### src/rtl/jtag_dr_pkg.sv
package jtag_dr_pkg;

  typedef enum logic [1:0] {
    DRSEL_IDENT    = 2'b00,
    DRSEL_PASS     = 2'b01,
    DRSEL_BOUNDARY = 2'b10,
    DRSEL_SPARE    = 2'b11
  } drsel_e;

  localparam logic [3:0]  IDC_VERSION = 4'h1;
  localparam logic [15:0] IDC_PART    = 16'hBA00;
  localparam logic [10:0] IDC_MAKER   = 11'h23B;

  function automatic logic [31:0] idc_pack(input logic [3:0] ver,
                                           input logic [15:0] part,
                                           input logic [10:0] maker);
    return {ver, part, maker, 1'b1};
  endfunction

endpackage

### src/rtl/jtag_idcode_dr.sv
module jtag_idcode_dr #(
  parameter int          WIDTH = 32,
  parameter logic [31:0] CODE  = 32'h0000_0001
) (
  input  logic             tck,
  input  logic             rst,
  input  logic             sel_en,
  input  logic             capture,
  input  logic             shift,
  input  logic             tdi,
  output logic [WIDTH-1:0] q
);
  always_ff @(posedge tck) begin
    if (rst)                    q <= CODE[WIDTH-1:0];
    else if (sel_en && capture) q <= CODE[WIDTH-1:0];
    else if (sel_en && shift)   q <= {tdi, q[WIDTH-1:1]};
  end
endmodule

### src/rtl/jtag_pass_dr.sv
module jtag_pass_dr (
  input  logic tck,
  input  logic rst,
  input  logic sel_en,
  input  logic capture,
  input  logic shift,
  input  logic tdi,
  output logic q
);
  always_ff @(posedge tck) begin
    if (rst)                    q <= 1'b0;
    else if (sel_en && capture) q <= 1'b0;
    else if (sel_en && shift)   q <= tdi;
  end
endmodule

### src/rtl/jtag_bscan_chain.sv
module jtag_bscan_chain #(
  parameter int N_PINS            = 4,
  parameter bit REVERSE_PIN_ORDER = 1'b0,
  localparam int CHAIN_LEN        = 3 * N_PINS + 1
) (
  input  logic                 tck,
  input  logic                 rst,
  input  logic                 sel_en,
  input  logic                 capture,
  input  logic                 shift,
  input  logic                 update,
  input  logic                 tdi,
  input  logic [N_PINS-1:0]    pin_in,
  input  logic [N_PINS-1:0]    core_out,
  input  logic [N_PINS-1:0]    core_oe,
  input  logic                 rst_pin_in,
  output logic [CHAIN_LEN-1:0] q,
  output logic [N_PINS-1:0]    drive_out,
  output logic [N_PINS-1:0]    drive_oe
);
  logic [CHAIN_LEN-1:0] cap_vec;

  assign cap_vec[CHAIN_LEN-1] = rst_pin_in;

  for (genvar k = 0; k < N_PINS; k++) begin : g_slot
    localparam int PIN = REVERSE_PIN_ORDER ? (N_PINS - 1 - k) : k;

    assign cap_vec[3*k]     = pin_in[PIN];
    assign cap_vec[3*k + 1] = core_out[PIN];
    assign cap_vec[3*k + 2] = core_oe[PIN];

    always_ff @(posedge tck) begin
      if (rst) begin
        drive_out[PIN] <= 1'b0;
        drive_oe[PIN]  <= 1'b0;
      end else if (sel_en && update) begin
        drive_out[PIN] <= q[3*k + 1];
        drive_oe[PIN]  <= q[3*k + 2];
      end
    end
  end

  always_ff @(posedge tck) begin
    if (rst)                    q <= '0;
    else if (sel_en && capture) q <= cap_vec;
    else if (sel_en && shift)   q <= {tdi, q[CHAIN_LEN-1:1]};
  end
endmodule

### src/rtl/jtag_dr_bank.sv
module jtag_dr_bank
  import jtag_dr_pkg::*;
#(
  parameter int         N_PINS            = 4,
  parameter bit         REVERSE_PIN_ORDER = 1'b0,
  parameter logic [3:0]  ID_VERSION       = IDC_VERSION,
  parameter logic [15:0] ID_PART          = IDC_PART,
  parameter logic [10:0] ID_MAKER         = IDC_MAKER,
  localparam int        CHAIN_LEN         = 3 * N_PINS + 1,
  localparam logic [31:0] ID_CODE         = idc_pack(ID_VERSION, ID_PART, ID_MAKER)
) (
  input  logic              tck,
  input  logic              rst,
  input  logic [1:0]        dr_sel,
  input  logic              capture_dr,
  input  logic              shift_dr,
  input  logic              update_dr,
  input  logic              tdi,
  output logic              tdo,
  input  logic [N_PINS-1:0] pin_in,
  input  logic [N_PINS-1:0] core_out,
  input  logic [N_PINS-1:0] core_oe,
  input  logic              rst_pin_in,
  output logic [N_PINS-1:0] drive_out,
  output logic [N_PINS-1:0] drive_oe
);
  drsel_e               sel;
  logic                 sel_id, sel_bs, sel_pass;
  logic [31:0]          id_q;
  logic                 byp_q;
  logic [CHAIN_LEN-1:0] bs_q;
  logic                 tdo_next;

  assign sel      = drsel_e'(dr_sel);
  assign sel_id   = (sel == DRSEL_IDENT);
  assign sel_bs   = (sel == DRSEL_BOUNDARY);
  assign sel_pass = !sel_id && !sel_bs;

  jtag_idcode_dr #(.WIDTH(32), .CODE(ID_CODE)) u_id (
    .tck(tck), .rst(rst), .sel_en(sel_id), .capture(capture_dr),
    .shift(shift_dr), .tdi(tdi), .q(id_q)
  );

  jtag_pass_dr u_pass (
    .tck(tck), .rst(rst), .sel_en(sel_pass), .capture(capture_dr),
    .shift(shift_dr), .tdi(tdi), .q(byp_q)
  );

  jtag_bscan_chain #(.N_PINS(N_PINS), .REVERSE_PIN_ORDER(REVERSE_PIN_ORDER)) u_bs (
    .tck(tck), .rst(rst), .sel_en(sel_bs), .capture(capture_dr),
    .shift(shift_dr), .update(update_dr), .tdi(tdi),
    .pin_in(pin_in), .core_out(core_out), .core_oe(core_oe),
    .rst_pin_in(rst_pin_in), .q(bs_q),
    .drive_out(drive_out), .drive_oe(drive_oe)
  );

  always_comb begin
    unique case (sel)
      DRSEL_IDENT:    tdo_next = id_q[0];
      DRSEL_BOUNDARY: tdo_next = bs_q[0];
      default:        tdo_next = byp_q;
    endcase
  end

  always_ff @(negedge tck) begin
    if (rst) tdo <= 1'b0;
    else     tdo <= tdo_next;
  end
endmodule

### config.mk
export PLATFORM = sky130hd
export DESIGN_NAME = jtag_dr_bank
export DESIGN_NICKNAME = d
export VERILOG_FILES = /design/src/rtl/jtag_dr_pkg.sv /design/src/rtl/jtag_idcode_dr.sv /design/src/rtl/jtag_pass_dr.sv /design/src/rtl/jtag_bscan_chain.sv /design/src/rtl/jtag_dr_bank.sv
export SDC_FILE = /design/constraint.sdc
export NUM_CORES = 1
export LEC_CHECK = 0
export BUFFER_PORTS_ARGS = -buffer_cell sky130_fd_sc_hd__buf_2
export CAP_MARGIN = 20
export CORE_UTILIZATION = 40
export DETAILED_ROUTE_END_ITERATION = 12
export REMOVE_ABC_BUFFERS = 1
export SLEW_MARGIN = 20
export SYNTH_ARGS = -nofsm -noshare
export SYNTH_HDL_FRONTEND = slang
export SYNTH_HIERARCHICAL = 1
export SYNTH_SLANG_ARGS = --single-unit
export TNS_END_PERCENT = 1
### constraint.sdc
create_clock -name tck -period 1.1 [get_ports tck]
set_input_delay 0.055 -clock tck [delete_from_list [all_inputs] [get_ports tck]]
set_output_delay 0.055 -clock tck [all_outputs]
set_load 0.02 [all_outputs]
# ---- Yosys cells after proc, flatten, opt, wreduce, memory -nomap -nowiden
# Index checks and enable logic that the tools add are counted.
dict set report classes {
  n_eq_ne 1
  muxes 3
  reduce_logical 14
}
# op count
set ops {}
lappend ops {{$mux W13} 2}
lappend ops {{$logic_and A1 B1 Y1} 8}
lappend ops {{$reduce_or A2 Y1} 2}
lappend ops {{$eq A2 B2 Y1 const B} 1}
lappend ops {{$logic_not A1 Y1} 2}
lappend ops {{$logic_not A2 Y1} 1}
lappend ops {{$pmux W1 S2} 1}
lappend ops {{$reduce_bool A2 Y1} 1}
dict set report word_totals {
  register_bits 55
  in_bits 21
  out_inout_bits 9
  wordCells 30
}

# ---- Longest topological paths before layout
dict set report logic_depth {
  word_depth 5
  mapped_depth 5
  depth_no_buf 4
}

# ---- By module
# The synthesis kept the hierarchy.
# module n_inst cells_per_inst area_per_inst_um2 seq_area_each_um2
set by_module_without_submodules {}
lappend by_module_without_submodules {jtag_idcode_dr 1 122 1216.2 640.6}
lappend by_module_without_submodules {jtag_bscan_chain 1 110 919.6 420.4}
lappend by_module_without_submodules {jtag_dr_bank 1 9 70.1 20.0}
lappend by_module_without_submodules {jtag_pass_dr 1 5 48.8 20.0}

==> flow_metrics.py <==
metrics = {
    "worst_setup_path": {
        "critPathBufInv": 1,
        "critPathTopFamily": "flip-flops",
        "crit_chain": "buf_6",
        "required_ns": 1.04,
        "critPathKind": "reg2out",
        "worst_setup_path_start_kind": "register",
        "cp.arrival_ns": 1.33,
        "crit_path_top_delay_cell": "dfxtp_2",
        "endpoint_kind": "primary output",
        "worstRegToRegCells": 2,
        "r2r_slack_ns": -0.09,
        "regToRegEndpoint": "tdo$_SDFF_NP0_",
        "r2r_start": "u_bs/q[0]$_SDFFE_PP0P_",
        "cpPeakStageDelay_ns": 0.31,
        "path_max_fanout": 1,
    },
    "yosys": {
        "yosysSeqAreaShare_pct": 48.83,
        "synthFlopType": "dfxtp_1",
        "synthArstFlopShare_pct": 0,
        "synth_common_cells": "57 x nor2_1, 55 x dfxtp_1, 16 x nand2b_1, 13 x a22oi_1, 12 x inv_1",
        "synth_seq_cells": 55,
        "yosysUniqueCellTypes": 32,
        "avgSynthCellArea_um2": 9.165,
        "yosysMostFrequentCell": "nor2_1",
        "syn_area_mm2": 0.002255,
        "synth_cells": 246,
        "synth_warnings": 6,
        "synth_largest_area_cell": "dfxtp_1",
        "synth_top_area_share_pct": 48.83,
        "synthTopCellsByArea": "dfxtp_1 49%, nor2_1 9.5%, nor4_2 5.5%, nand2b_1 4.4%, a22oi_1 4.3%",
        "synth-edff-count": 0,
    },
    "place": {
        "gp_routability_congestion": 0.7479,
        "placed_cells": 344,
        "io_buffers": 29,
        "hpwl_um": 2954,
        "dpl_worst_slack_ns": -0.1187,
    },
    "final_layout": {
        "nNetsFinal": 304,
        "multiInputGateArea_um2": 991.0,
        "diodes": 0,
        "fillers": 520,
        "seq_area_mm2": 0.001105,
        "syn_to_final_growth_pct": 17.26,
        "drive_gt1_share_pct": 27.11,
        "final_cells": 354,
        "post-route-util_pct": 50.17,
    },
    "cts": {
        "cts_max_path_buffers": 2,
        "clock-sinks": 55,
        "clk_pin_slew_ns": 0.10,
        "htreeDepth": 2,
        "insertion_delay_ns": 0.36,
        "post_cts_buffers": 0,
        "ctsRootBufferMaster": "clkbuf_8",
        "cts_tree": "yes",
        "cts_made_buffers": 5,
    },
    "drt": {
        "drc": 0,
        "wl_per_cell_um": 12.24,
        "antenna_violating_nets_post_route": 0,
        "first_pass_iters": 4,
        "routed_wl_um": 4334,
        "via_per_inst": 4.989,
        "detail_route.iter0.violations": 45,
        "vias": 1766,
    },
    "run_status": {
        "violations": "negative setup slack",
        "status": "complete, but fails checks",
    },
    "power_and_ir_drop": {
        "p_int_uw": 2661,
        "total_power_uw": 3573,
        "swShare_pct": 25.50,
        "p_seq_share_pct": 58.1,
        "combPwrFrac_pct": 10.0,
        "power_density_mw_per_mm2": 1351,
        "p_clk_share_pct": 31.9,
        "p_leak_uw": 0.001051,
        "p_sw_uw": 911.1,
        "peakVddDrop_uv": 777.5,
    },
    "global_route": {
        "grt.total_usage_pct": 15.60,
        "antenna_found_initial": 0,
        "grt_pass1_vias": 1681,
        "grt_pass1_wl_um": 7445,
        "grt_overflow": 0,
        "grt_max_degree": 32,
    },
    "timing": {
        "tightest_slew_ns": 0.3109,
        "hold_viol": 0,
        "relSlewSlack_pct": 79.28,
        "skew_ns": 0.05529,
        "setup_viol": 2,
        "finalWorstSetupSlack_ns": -0.2896,
        "slew_viol_final": 0,
        "rsz0062_at_grt": "yes",
    },
    "min_path": {
        "min_path_cells": 3,
        "min_to": "u_bs/q[8]$_SDFFE_PP0P_",
        "holdCritPathClass": "in2reg",
        "min_from": "core_oe[2]",
    },
    "floorplan": {
        "core_region_area_mm2": 0.005270,
        "ios": 30,
        "initial_utilization_pct": 42.78,
        "dieArea_mm2": 0.005941,
        "die_w_um": 77.08,
        "chipHeight_um": 77.08,
        "rows": 26,
    },
    "run": {
        "maxCapViolCount": 0,
    },
}
## sequential cells by signal, summed over array words and instances, names as in the netlist
signal	count
tdo	1
u_bs/drive_oe	4
u_bs/drive_out	4
u_bs/q	13
u_id/q	32
u_pass/q	1
## stage by stage
step                cell area [um^2]  TNS [ns]  hold slack [ns]
finish                          2644   -0.3817          0.02828
global route                    2644   -0.4605          0.03008
CTS                             2624   -0.3952         0.002670
detailed placement              2522   -0.1403           0.3385
global placement                2522   -0.1224           0.3391
floorplan                       2137    -4.285           0.1239
## cell type report
cell class | instances | area share [%]
Clock buffer | 5 | 2.603
Multi-Input combinational cell | 161 | 37.48
Inverter | 11 | 1.562
Sequential cell | 55 | 41.79
Tap cell | 70 | 3.313
Timing Repair Buffer | 48 | 12.26
Clock inverter | 4 | 0.9938
## worst max-delay path by stage
stage          depth (start not counted)                      end                   start  slack [ns]
6_report                               1                      tdo          tdo$_SDFF_NP0_       -0.29
4_1_cts                                1                      tdo          tdo$_SDFF_NP0_       -0.30
3_5_place_dp                           2           tdo$_SDFF_NP0_  u_bs/q[0]$_SDFFE_PP0P_       -0.12
5_1_grt                                1                      tdo          tdo$_SDFF_NP0_       -0.33
2_1_floorplan                          4  u_bs/q[12]$_SDFFE_PP0P_               dr_sel[1]       -0.27
3_3_place_gp                           2           tdo$_SDFF_NP0_  u_bs/q[0]$_SDFFE_PP0P_       -0.12
## cell families after synthesis
| group | after synthesis | synth area share, % |
|---|---|---|
| AND/OR/NAND/NOR | 112 | 26.92 |
| flip-flops | 55 | 48.83 |
| AO/OA/AOI/OAI | 48 | 16.59 |
| buffers and inverters | 30 | 7.213 |
| multiplexers | 1 | 0.4440 |
## placed cells by master, fill, tap and decap left out, types with 5 or more instances in the layout
cell	Yosys	routed
nor2_1	57	57
dfxtp_1	55	52
buf_2	7	28
nand2b_1	16	16
buf_4	3	15
a22oi_1	13	13
inv_1	12	12
nand2_1	11	11
nor4_2	10	10
nand3_1	8	8
a21oi_1	8	8
o22ai_1	8	8
o32ai_1	8	8
clkbuf_8	0	5
## power groups by stage
stage | sequential, uW | combinational (uW) | clock [uW]
after floorplan | 2120 | 167 | 11.4
after global placement | 2120 | 348 | 11.4
after detailed placement | 2120 | 350 | 11.4
after CTS | 2080 | 354 | 1180
after global routing | 2080 | 396 | 1270
final | 2080 | 357 | 1140
## repair_timing
action,4_1_cts,5_1_grt
gates resized for setup,5,0
pin swaps,0,0
hold endpoints to repair,0,1
hold buffers,0,2
endpoints found under the setup margin,2,2
## metal layers
| layer | GRT usage [%] | vias up | wire (um) |
|---|---|---|---|
| met4 | 5.094 | 0 | 41 |
| met1 | 19.31 | 820 | 2131 |
| met5 | 0 | - | 0 |
| li1 | - | 922 | - |
| met3 | 3.929 | 5 | 123 |
| met2 | 26.34 | 19 | 2037 |
(Power assumes the default switching activity.)
